--- config.mk ---
export PLATFORM = sky130hd
export DESIGN_NAME = pdo_current_calc
export DESIGN_NICKNAME = d
export VERILOG_FILES = /design/src/rtl/pdo_calc_pkg.sv /design/src/rtl/pdo_cfg_latch.sv /design/src/rtl/pdo_attach_gate.sv /design/src/rtl/pdo_seq_div.sv /design/src/rtl/pdo_cur_engine.sv /design/src/rtl/pdo_current_calc.sv
export SDC_FILE = /design/constraint.sdc
export NUM_CORES = 1
export LEC_CHECK = 0
export BUFFER_PORTS_ARGS = -buffer_cell sky130_fd_sc_hd__buf_4
export CORE_ASPECT_RATIO = 1.1
export CORE_MARGIN = 2
export CORE_UTILIZATION = 61
export CTS_BUF_LIST = sky130_fd_sc_hd__clkbuf_4
export DETAILED_ROUTE_END_ITERATION = 6
export MAX_ROUTING_LAYER = met4
export PLACE_DENSITY = 0.82
export SYNTH_ARGS = -nofsm -noshare
export SYNTH_HDL_FRONTEND = slang
export SYNTH_SLANG_ARGS = --single-unit
export TNS_END_PERCENT = 10
--- constraint.sdc ---
create_clock -name clk -period 2.65 [get_ports clk]
set_input_delay 0.265 -clock clk [delete_from_list [all_inputs] [get_ports clk]]
set_output_delay 0.265 -clock clk [all_outputs]
set_load 0.01 [all_outputs]
--- src/rtl/pdo_calc_pkg.sv ---
// Shared constants, types and helper functions for the source capability
// current calculator. Assumes budgets are whole watts and voltages whole volts.
package pdo_calc_pkg;

    localparam int MAX_WATTS = 93;
    localparam int N_PDO     = 3;
    localparam int CUR_W     = 10;
    localparam int NUM_W     = $clog2(MAX_WATTS * 100 + 1);
    localparam int DEN_W     = 5;
    localparam int IDX_W     = $clog2(N_PDO);

    localparam logic [CUR_W-1:0] CEIL_3A   = CUR_W'(300);
    localparam logic [CUR_W-1:0] CEIL_5A   = CUR_W'(500);
    localparam logic [CUR_W-1:0] FLOOR_5V  = CUR_W'(300);

    typedef enum logic [1:0] {
        ENG_IDLE,
        ENG_LOAD,
        ENG_WAIT
    } eng_state_t;

    // Budget in units of 10 mW per volt of divisor (watts*100 full, watts*50 half).
    function automatic logic [NUM_W-1:0] budget_scaled(input logic [1:0] code,
                                                       input logic       full);
        int watts;
        case (code)
            2'd0:    watts = 36;
            2'd1:    watts = 45;
            2'd2:    watts = 65;
            default: watts = 93;
        endcase
        return full ? NUM_W'(watts * 100) : NUM_W'(watts * 50);
    endfunction

    // Voltage of entry idx for the chosen voltage set.
    function automatic logic [DEN_W-1:0] volt_of(input int variant,
                                                 input logic [IDX_W-1:0] idx);
        case (idx)
            IDX_W'(0): return DEN_W'(5);
            IDX_W'(1): return (variant != 0) ? DEN_W'(9)  : DEN_W'(12);
            default:   return (variant != 0) ? DEN_W'(15) : DEN_W'(20);
        endcase
    endfunction

endpackage

--- src/rtl/pdo_cfg_latch.sv ---
// Captures the budget code and the 3 A ceiling select on the first rising
// edge after reset release and holds them until the next reset.
// Assumes both inputs are settled while reset is asserted.
module pdo_cfg_latch (
    input  logic       clk,
    input  logic       rst_n,
    input  logic [1:0] code_i,
    input  logic       cap3a_i,
    output logic [1:0] code_o,
    output logic       cap3a_o,
    output logic       vld_o
);

    // One-shot capture of the static configuration.
    always_ff @(posedge clk) begin
        if (!rst_n) begin
            vld_o   <= 1'b0;
            code_o  <= 2'd0;
            cap3a_o <= 1'b0;
        end else if (!vld_o) begin
            vld_o   <= 1'b1;
            code_o  <= code_i;
            cap3a_o <= cap3a_i;
        end
    end

endmodule

--- src/rtl/pdo_attach_gate.sv ---
// Qualifies the raw attach input: it must stay high for DEB_CYC edges
// (debounce) and then SETTLE_CYC more edges (supply settle) before ready.
// Any low sample clears the sequence at once. Assumes attach_i is synchronous.
module pdo_attach_gate #(
    parameter int DEB_CYC    = 8,
    parameter int SETTLE_CYC = 12
) (
    input  logic clk,
    input  logic rst_n,
    input  logic attach_i,
    output logic ready_o
);

    localparam int MAX_CYC = (DEB_CYC > SETTLE_CYC) ? DEB_CYC : SETTLE_CYC;
    localparam int CNT_W   = $clog2(MAX_CYC + 1);

    logic [CNT_W-1:0] cnt;
    logic             in_settle;

    // Two-phase window counter: debounce first, then settle, then hold ready.
    always_ff @(posedge clk) begin
        if (!rst_n || !attach_i) begin
            cnt       <= '0;
            in_settle <= 1'b0;
            ready_o   <= 1'b0;
        end else if (!ready_o) begin
            if (!in_settle) begin
                if (cnt == CNT_W'(DEB_CYC - 1)) begin
                    in_settle <= 1'b1;
                    cnt       <= '0;
                end else begin
                    cnt <= cnt + 1'b1;
                end
            end else if (cnt == CNT_W'(SETTLE_CYC - 1)) begin
                ready_o <= 1'b1;
            end else begin
                cnt <= cnt + 1'b1;
            end
        end
    end

endmodule

--- src/rtl/pdo_seq_div.sv ---
// Restoring unsigned divider: one quotient bit per cycle, NUM_W cycles after
// the start cycle, then a one-cycle done. Assumes den_i is non-zero and that
// start_i is not raised while a division is running.
module pdo_seq_div #(
    parameter int NUM_W = 14,
    parameter int DEN_W = 5
) (
    input  logic             clk,
    input  logic             rst_n,
    input  logic             start_i,
    input  logic [NUM_W-1:0] num_i,
    input  logic [DEN_W-1:0] den_i,
    output logic [NUM_W-1:0] quo_o,
    output logic             done_o
);

    localparam int CNT_W = $clog2(NUM_W + 1);

    logic [DEN_W-1:0] rem_q;
    logic [DEN_W-1:0] den_q;
    logic [CNT_W-1:0] cnt_q;
    logic             run_q;
    logic [DEN_W:0]   trial;
    logic             bit_n;
    logic [DEN_W-1:0] rem_n;

    // One restoring step: shift in the next dividend bit and try to subtract.
    always_comb begin
        trial = {rem_q, quo_o[NUM_W-1]};
        if (trial >= {1'b0, den_q}) begin
            bit_n = 1'b1;
            rem_n = DEN_W'(trial - {1'b0, den_q});
        end else begin
            bit_n = 1'b0;
            rem_n = trial[DEN_W-1:0];
        end
    end

    // Iteration control and quotient/remainder registers.
    always_ff @(posedge clk) begin
        if (!rst_n) begin
            quo_o  <= '0;
            rem_q  <= '0;
            den_q  <= '0;
            cnt_q  <= '0;
            run_q  <= 1'b0;
            done_o <= 1'b0;
        end else begin
            done_o <= 1'b0;
            if (start_i) begin
                quo_o <= num_i;
                rem_q <= '0;
                den_q <= den_i;
                cnt_q <= '0;
                run_q <= 1'b1;
            end else if (run_q) begin
                quo_o <= {quo_o[NUM_W-2:0], bit_n};
                rem_q <= rem_n;
                cnt_q <= cnt_q + 1'b1;
                if (cnt_q == CNT_W'(NUM_W - 1)) begin
                    run_q  <= 1'b0;
                    done_o <= 1'b1;
                end
            end
        end
    end

endmodule

--- src/rtl/pdo_cur_engine.sv ---
// Sequences the divider over the voltage entries, applies the ceiling and the
// 5 V floor, and commits all entries together. It starts once the configuration
// is valid and again whenever the live level differs from the level last used.
module pdo_cur_engine
    import pdo_calc_pkg::*;
#(
    parameter int VARIANT = 0
) (
    input  logic                        clk,
    input  logic                        rst_n,
    input  logic                        cfg_vld_i,
    input  logic [1:0]                  code_i,
    input  logic                        cap3a_i,
    input  logic                        full_i,
    output logic [N_PDO-1:0][CUR_W-1:0] cur_o,
    output logic                        valid_o,
    output logic                        busy_o,
    output logic                        done_o,
    output logic                        trig_chg_o,
    output logic                        lvl_used_o
);

    eng_state_t                  state;
    logic [IDX_W-1:0]            idx;
    logic                        have_run;
    logic [N_PDO-1:0][CUR_W-1:0] shd;
    logic                        start;
    logic                        div_start;
    logic [NUM_W-1:0]            div_num;
    logic [DEN_W-1:0]            div_den;
    logic [NUM_W-1:0]            div_quo;
    logic                        div_done;
    logic [CUR_W-1:0]            ceil_v;
    logic [CUR_W-1:0]            entry;

    assign busy_o    = (state != ENG_IDLE);
    assign start     = cfg_vld_i && (state == ENG_IDLE) &&
                       (!have_run || (full_i != lvl_used_o));
    assign div_start = (state == ENG_LOAD);
    assign div_num   = budget_scaled(code_i, lvl_used_o);
    assign div_den   = volt_of(VARIANT, idx);
    assign ceil_v    = cap3a_i ? CEIL_3A : CEIL_5A;

    pdo_seq_div #(
        .NUM_W (NUM_W),
        .DEN_W (DEN_W)
    ) u_div (
        .clk     (clk),
        .rst_n   (rst_n),
        .start_i (div_start),
        .num_i   (div_num),
        .den_i   (div_den),
        .quo_o   (div_quo),
        .done_o  (div_done)
    );

    // Limit the quotient to the ceiling, then lift the 5 V entry to its floor.
    always_comb begin
        if (div_quo > NUM_W'(ceil_v)) entry = ceil_v;
        else                          entry = div_quo[CUR_W-1:0];
        if ((idx == '0) && (entry < FLOOR_5V)) entry = FLOOR_5V;
    end

    // Calculation sequencer with shadow storage and atomic commit.
    always_ff @(posedge clk) begin
        if (!rst_n) begin
            state      <= ENG_IDLE;
            idx        <= '0;
            have_run   <= 1'b0;
            lvl_used_o <= 1'b0;
            trig_chg_o <= 1'b0;
            done_o     <= 1'b0;
            valid_o    <= 1'b0;
            shd        <= '0;
            cur_o      <= '0;
        end else begin
            done_o <= 1'b0;
            case (state)
                ENG_IDLE: begin
                    if (start) begin
                        state      <= ENG_LOAD;
                        idx        <= '0;
                        lvl_used_o <= full_i;
                        trig_chg_o <= have_run;
                        have_run   <= 1'b1;
                    end
                end
                ENG_LOAD: state <= ENG_WAIT;
                ENG_WAIT: begin
                    if (div_done) begin
                        if (idx == IDX_W'(N_PDO - 1)) begin
                            for (int i = 0; i < N_PDO - 1; i++) cur_o[i] <= shd[i];
                            cur_o[N_PDO-1] <= entry;
                            done_o  <= 1'b1;
                            valid_o <= 1'b1;
                            state   <= ENG_IDLE;
                        end else begin
                            shd[idx] <= entry;
                            idx      <= idx + 1'b1;
                            state    <= ENG_LOAD;
                        end
                    end
                end
                default: state <= ENG_IDLE;
            endcase
        end
    end

endmodule

--- src/rtl/pdo_current_calc.sv ---
// Top of the source capability current calculator. Ties together the config
// capture, the attach qualifier and the calculation engine, gates the offered
// values on readiness and produces the re-advertise pulse.
// Assumes all inputs are synchronous to clk.
module pdo_current_calc
    import pdo_calc_pkg::*;
#(
    parameter int VARIANT     = 0,
    parameter int DEB_CYC     = 8,
    parameter int SETTLE_CYC  = 12,
    parameter int DEFAULT_CUR = 50
) (
    input  logic             clk,
    input  logic             rst_n,
    input  logic [1:0]       pwr_code_i,
    input  logic             cap3a_i,
    input  logic             full_pwr_i,
    input  logic             attach_i,
    output logic [CUR_W-1:0] cur0_o,
    output logic [CUR_W-1:0] cur1_o,
    output logic [CUR_W-1:0] cur2_o,
    output logic             adv_ready_o,
    output logic             calc_busy_o,
    output logic             calc_done_o,
    output logic             reneg_o
);

    logic [1:0]                  cfg_code;
    logic                        cfg_cap3a;
    logic                        cfg_vld;
    logic                        gate_ready;
    logic [N_PDO-1:0][CUR_W-1:0] eng_cur;
    logic                        eng_valid;
    logic                        eng_trig;
    logic                        eng_lvl;
    logic                        reneg_q;
    logic [N_PDO-1:0][CUR_W-1:0] offer;

    pdo_cfg_latch u_cfg (
        .clk     (clk),
        .rst_n   (rst_n),
        .code_i  (pwr_code_i),
        .cap3a_i (cap3a_i),
        .code_o  (cfg_code),
        .cap3a_o (cfg_cap3a),
        .vld_o   (cfg_vld)
    );

    pdo_attach_gate #(
        .DEB_CYC    (DEB_CYC),
        .SETTLE_CYC (SETTLE_CYC)
    ) u_gate (
        .clk      (clk),
        .rst_n    (rst_n),
        .attach_i (attach_i),
        .ready_o  (gate_ready)
    );

    pdo_cur_engine #(
        .VARIANT (VARIANT)
    ) u_eng (
        .clk        (clk),
        .rst_n      (rst_n),
        .cfg_vld_i  (cfg_vld),
        .code_i     (cfg_code),
        .cap3a_i    (cfg_cap3a),
        .full_i     (full_pwr_i),
        .cur_o      (eng_cur),
        .valid_o    (eng_valid),
        .busy_o     (calc_busy_o),
        .done_o     (calc_done_o),
        .trig_chg_o (eng_trig),
        .lvl_used_o (eng_lvl)
    );

    assign adv_ready_o = gate_ready && eng_valid;

    // Offered value per entry: computed when ready, default or zero otherwise.
    for (genvar g = 0; g < N_PDO; g++) begin : g_offer
        if (g == 0) begin : g_first
            assign offer[g] = adv_ready_o ? eng_cur[g] : CUR_W'(DEFAULT_CUR);
        end else begin : g_rest
            assign offer[g] = adv_ready_o ? eng_cur[g] : '0;
        end
    end

    assign cur0_o = offer[0];
    assign cur1_o = offer[1];
    assign cur2_o = offer[2];

    // Re-advertise request after a level-triggered result with no newer change.
    always_ff @(posedge clk) begin
        if (!rst_n) reneg_q <= 1'b0;
        else        reneg_q <= calc_done_o && eng_trig && (full_pwr_i == eng_lvl);
    end

    assign reneg_o = reneg_q && adv_ready_o;

endmodule

==> summary.txt <==
Clock network
  – CTS buffer count: 9
  – Clock sinks: 99
  – Root buf cell: clkbuf_4
  – Clock-pin slew on the worst setup and hold paths: 150 ps
  – Skew-Pair Late Insertion Delay: 450 ps
  – Hold-fix buffers, CTS: 0
  – Clock buffer depth: 2
  – Postcts setup bufs: 0
  – CTS H-tree depth: 3
  – PostCTS Resize Cnt: 0
  – CTS tree: done

STA
  – Fin worst setup slack: 279 ps
  – Final min period: 2370 ps
  – Worst-margin pin slew: 769 ps
  – Worst hold slack: 45.6 ps
  – Rel. slew slack: 48.7%
  – Unrepaired setup endpoints after global routing: no
  – Setup-failing EPs final: 0
  – Layout Skew: 18.7 ps
  – F_max: 422 MHz
  – Final Hold Violating Endpoints: 0
  – Max-slew violation count: 0
  – Final period util: 89.5%
  – Setup_tns: 0 ps

Place
  – Placed instance area: 4780 um^2
  – Pre-CTS setup slack: 311 ps
  – Hpwl dp: 6490 um
  – DP Cell Count: 617
  – GP Congestion: 0.859
  – PortBufs: 40

Worst setup path
  – CP Capture Type: flop
  – R2R depth: 7
  – Data arrival, critical path: 2720 ps
  – Cell breakdown of the critical path: inv_1 -> ha_1 -> a211o_1 -> a32oi_1 -> o211ai_2 -> o22ai_1 -> o2bb2ai_1
  – Buf/Inv on CP: 1
  – Crit Path Class: reg -> reg
  – Slowest-stage cell, CP: dfxtp_1
  – CP Depth: 7
  – Crit-path max cell delay: 580 ps
  – Crit path max fanout: 9
  – CP top delay family: compound AO/OA/AOI/OAI gates
  – Critical Path Source Type: flop
  – Worst Path Required: 3000 ps

Pwr
  – Leak Pwr: 2.05 nW
  – Power Density: 554 nW/um^2
  – VDD IR max: 0.516 mV
  – Power, Total: 2.73 mW

Die
  – Initial Util: 63.0%
  – Die Height: 93.5 um
  – Core Area: 7050 um^2
  – Die area: 7980 um^2
  – I/O pins: 41
  – Die Wd: 85.4 um
  – Num rows: 32

Route
  – Routed wire length: 8860 um
  – DRT Pass-1 Iters: 4
  – Vias per cell: 5.66
  – # DRC: 0
  – WL/cell: 14.0 um
  – Final ANT Viol Nets: 0
  – Via count: 3,585
  – DRT iter0 DRCs: 143

Synthesis
  – Ys Warns: 0
  – Count leader, synth: dfxtp_1
  – Mapped Cells: 515
  – Ys flop type: dfxtp_1
  – Largest area contributor in the netlist: dfxtp_1
  – Area share of the largest cell type after synthesis: 44.6%
  – Library cells used by synthesis: 49
  – Post-synth top cells: dfxtp_1, nand2_1, a21oi_1, nor2_1, and3_1
  – Ys async rst share: 0%
  – Register area share after synthesis: 44.6%
  – Synth Cell Area: 4440 um^2
  – Area contributors post-synth: dfxtp_1, ha_1, nand2_1
  – Number of synthesized flops with an enable pin: 0
  – Mean Syn Cell Area: 8.62 um^2
  – Yosys reg bits: 99
  – Synth Net Count: 543

Cells and area
  – Final std cells w/o fill: 633
  – Final Util: 70.0%
  – Layout cell share with drive strength beyond 1: 14.4%
  – Final Cell Area: 4930 um^2
  – Nets@finish: 571
  – Synth-to-layout area growth: 11.0%
  – # diodes: 0

Global route
  – Total GRT Usage: 24.8%
  – Pin count of the biggest net entering global routing: 32
  – Grt total ovfl: 0
  – Vias in the first global route: 3,402
  – First-pass GRT wire length: 15,600 um
  – Initial antenna violation count: 0

Status
  – Status: completed

Worst hold path
  – Hold WC Path Type: in -> reg
  – Hold path cells: 3

Flow run
  – Max cap viols: 0
-- worst min-delay path: cells and delay by family --
kind                   cells  cell delay, ps
buffers and inverters      1              80
AND/OR/NAND/NOR            1              80
multiplexers               1              50
-- power breakdown --
part | switching [mW] | leakage, nW | internal, mW
registers | 0.0532 | 0.802 | 1.53
logic | 0.176 | 1.17 | 0.142
clock network | 0.529 | 0.0755 | 0.304
-- cell type report --
type	count	area, um^2
multi-input combinational	364	2260
fill	595	2120
sequential	99	1980
timing repair buffer	47	353
tap	85	106
clock inverter	7	82.6
inverter	22	82.6
clock buffer	9	67.6
-- flip-flops by register name (all words and copies together), names as in the netlist --
name / flops
u_cfg.vld_o: 1
u_eng.valid_o: 1
u_eng.u_div.quo_o: 14
u_gate.cnt: 4
u_gate.in_settle: 1
u_eng.idx: 2
u_eng.have_run: 1
u_eng.u_div.run_q: 1
u_eng.state: 2
u_eng.cur_o: 30
u_eng.u_div.done_o: 1
u_eng.lvl_used_o: 1
reneg_q: 1
u_eng.trig_chg_o: 1
u_cfg.code_o: 2
u_gate.ready_o: 1
u_cfg.cap3a_o: 1
u_eng.done_o: 1
u_eng.shd: 20
u_eng.u_div.rem_q: 5
u_eng.u_div.cnt_q: 4
u_eng.u_div.den_q: 4
-- metal layers --
layer  track usage, %  wire, um  vias up
met4             9.39       127        0
met1             30.0      4050     1663
met2             42.0      4350       63
li1                 -         -     1849
met5                -         0        -
met3             3.53       329       10
-- cell usage in the layout (no fill, tap or decap), types with 6 or more instances in the layout --
cell type,Yosys,final
a211oi_1,13,13
a21oi_1,51,51
a22o_1,9,9
and2_1,9,9
and3_1,33,33
buf_4,0,47
clkbuf_4,0,9
dfxtp_1,99,99
ha_1,21,21
inv_1,22,22
mux2i_1,12,12
nand2_1,69,69
nand2b_1,7,7
nand3_1,12,12
nor2_1,42,42
nor3_1,6,6
o21ai_0,21,21
xnor2_1,6,6
-- worst paths after layout --
check / from / to / slack (ps)
worst max-delay path: u_cfg.cap3a_o / u_eng.cur_o[23] / 280
worst min-delay path: pwr_code_i[1] / u_cfg.code_o[1] / 50
worst max register to register: u_cfg.cap3a_o / u_eng.cur_o[23] / 280
worst min register to register: u_eng.cur_o[3] / u_eng.cur_o[3] / 460
-- cell families after synthesis --
family,share of synthesized area (%)
compound gates,17.9
xor+xnor,1.78
fa+ha+maj,5.92
buf+inv,4.54
flops,44.6
mux,3.97
simple gates,21.3
Note: power is estimated with default switching activity, not from simulation.
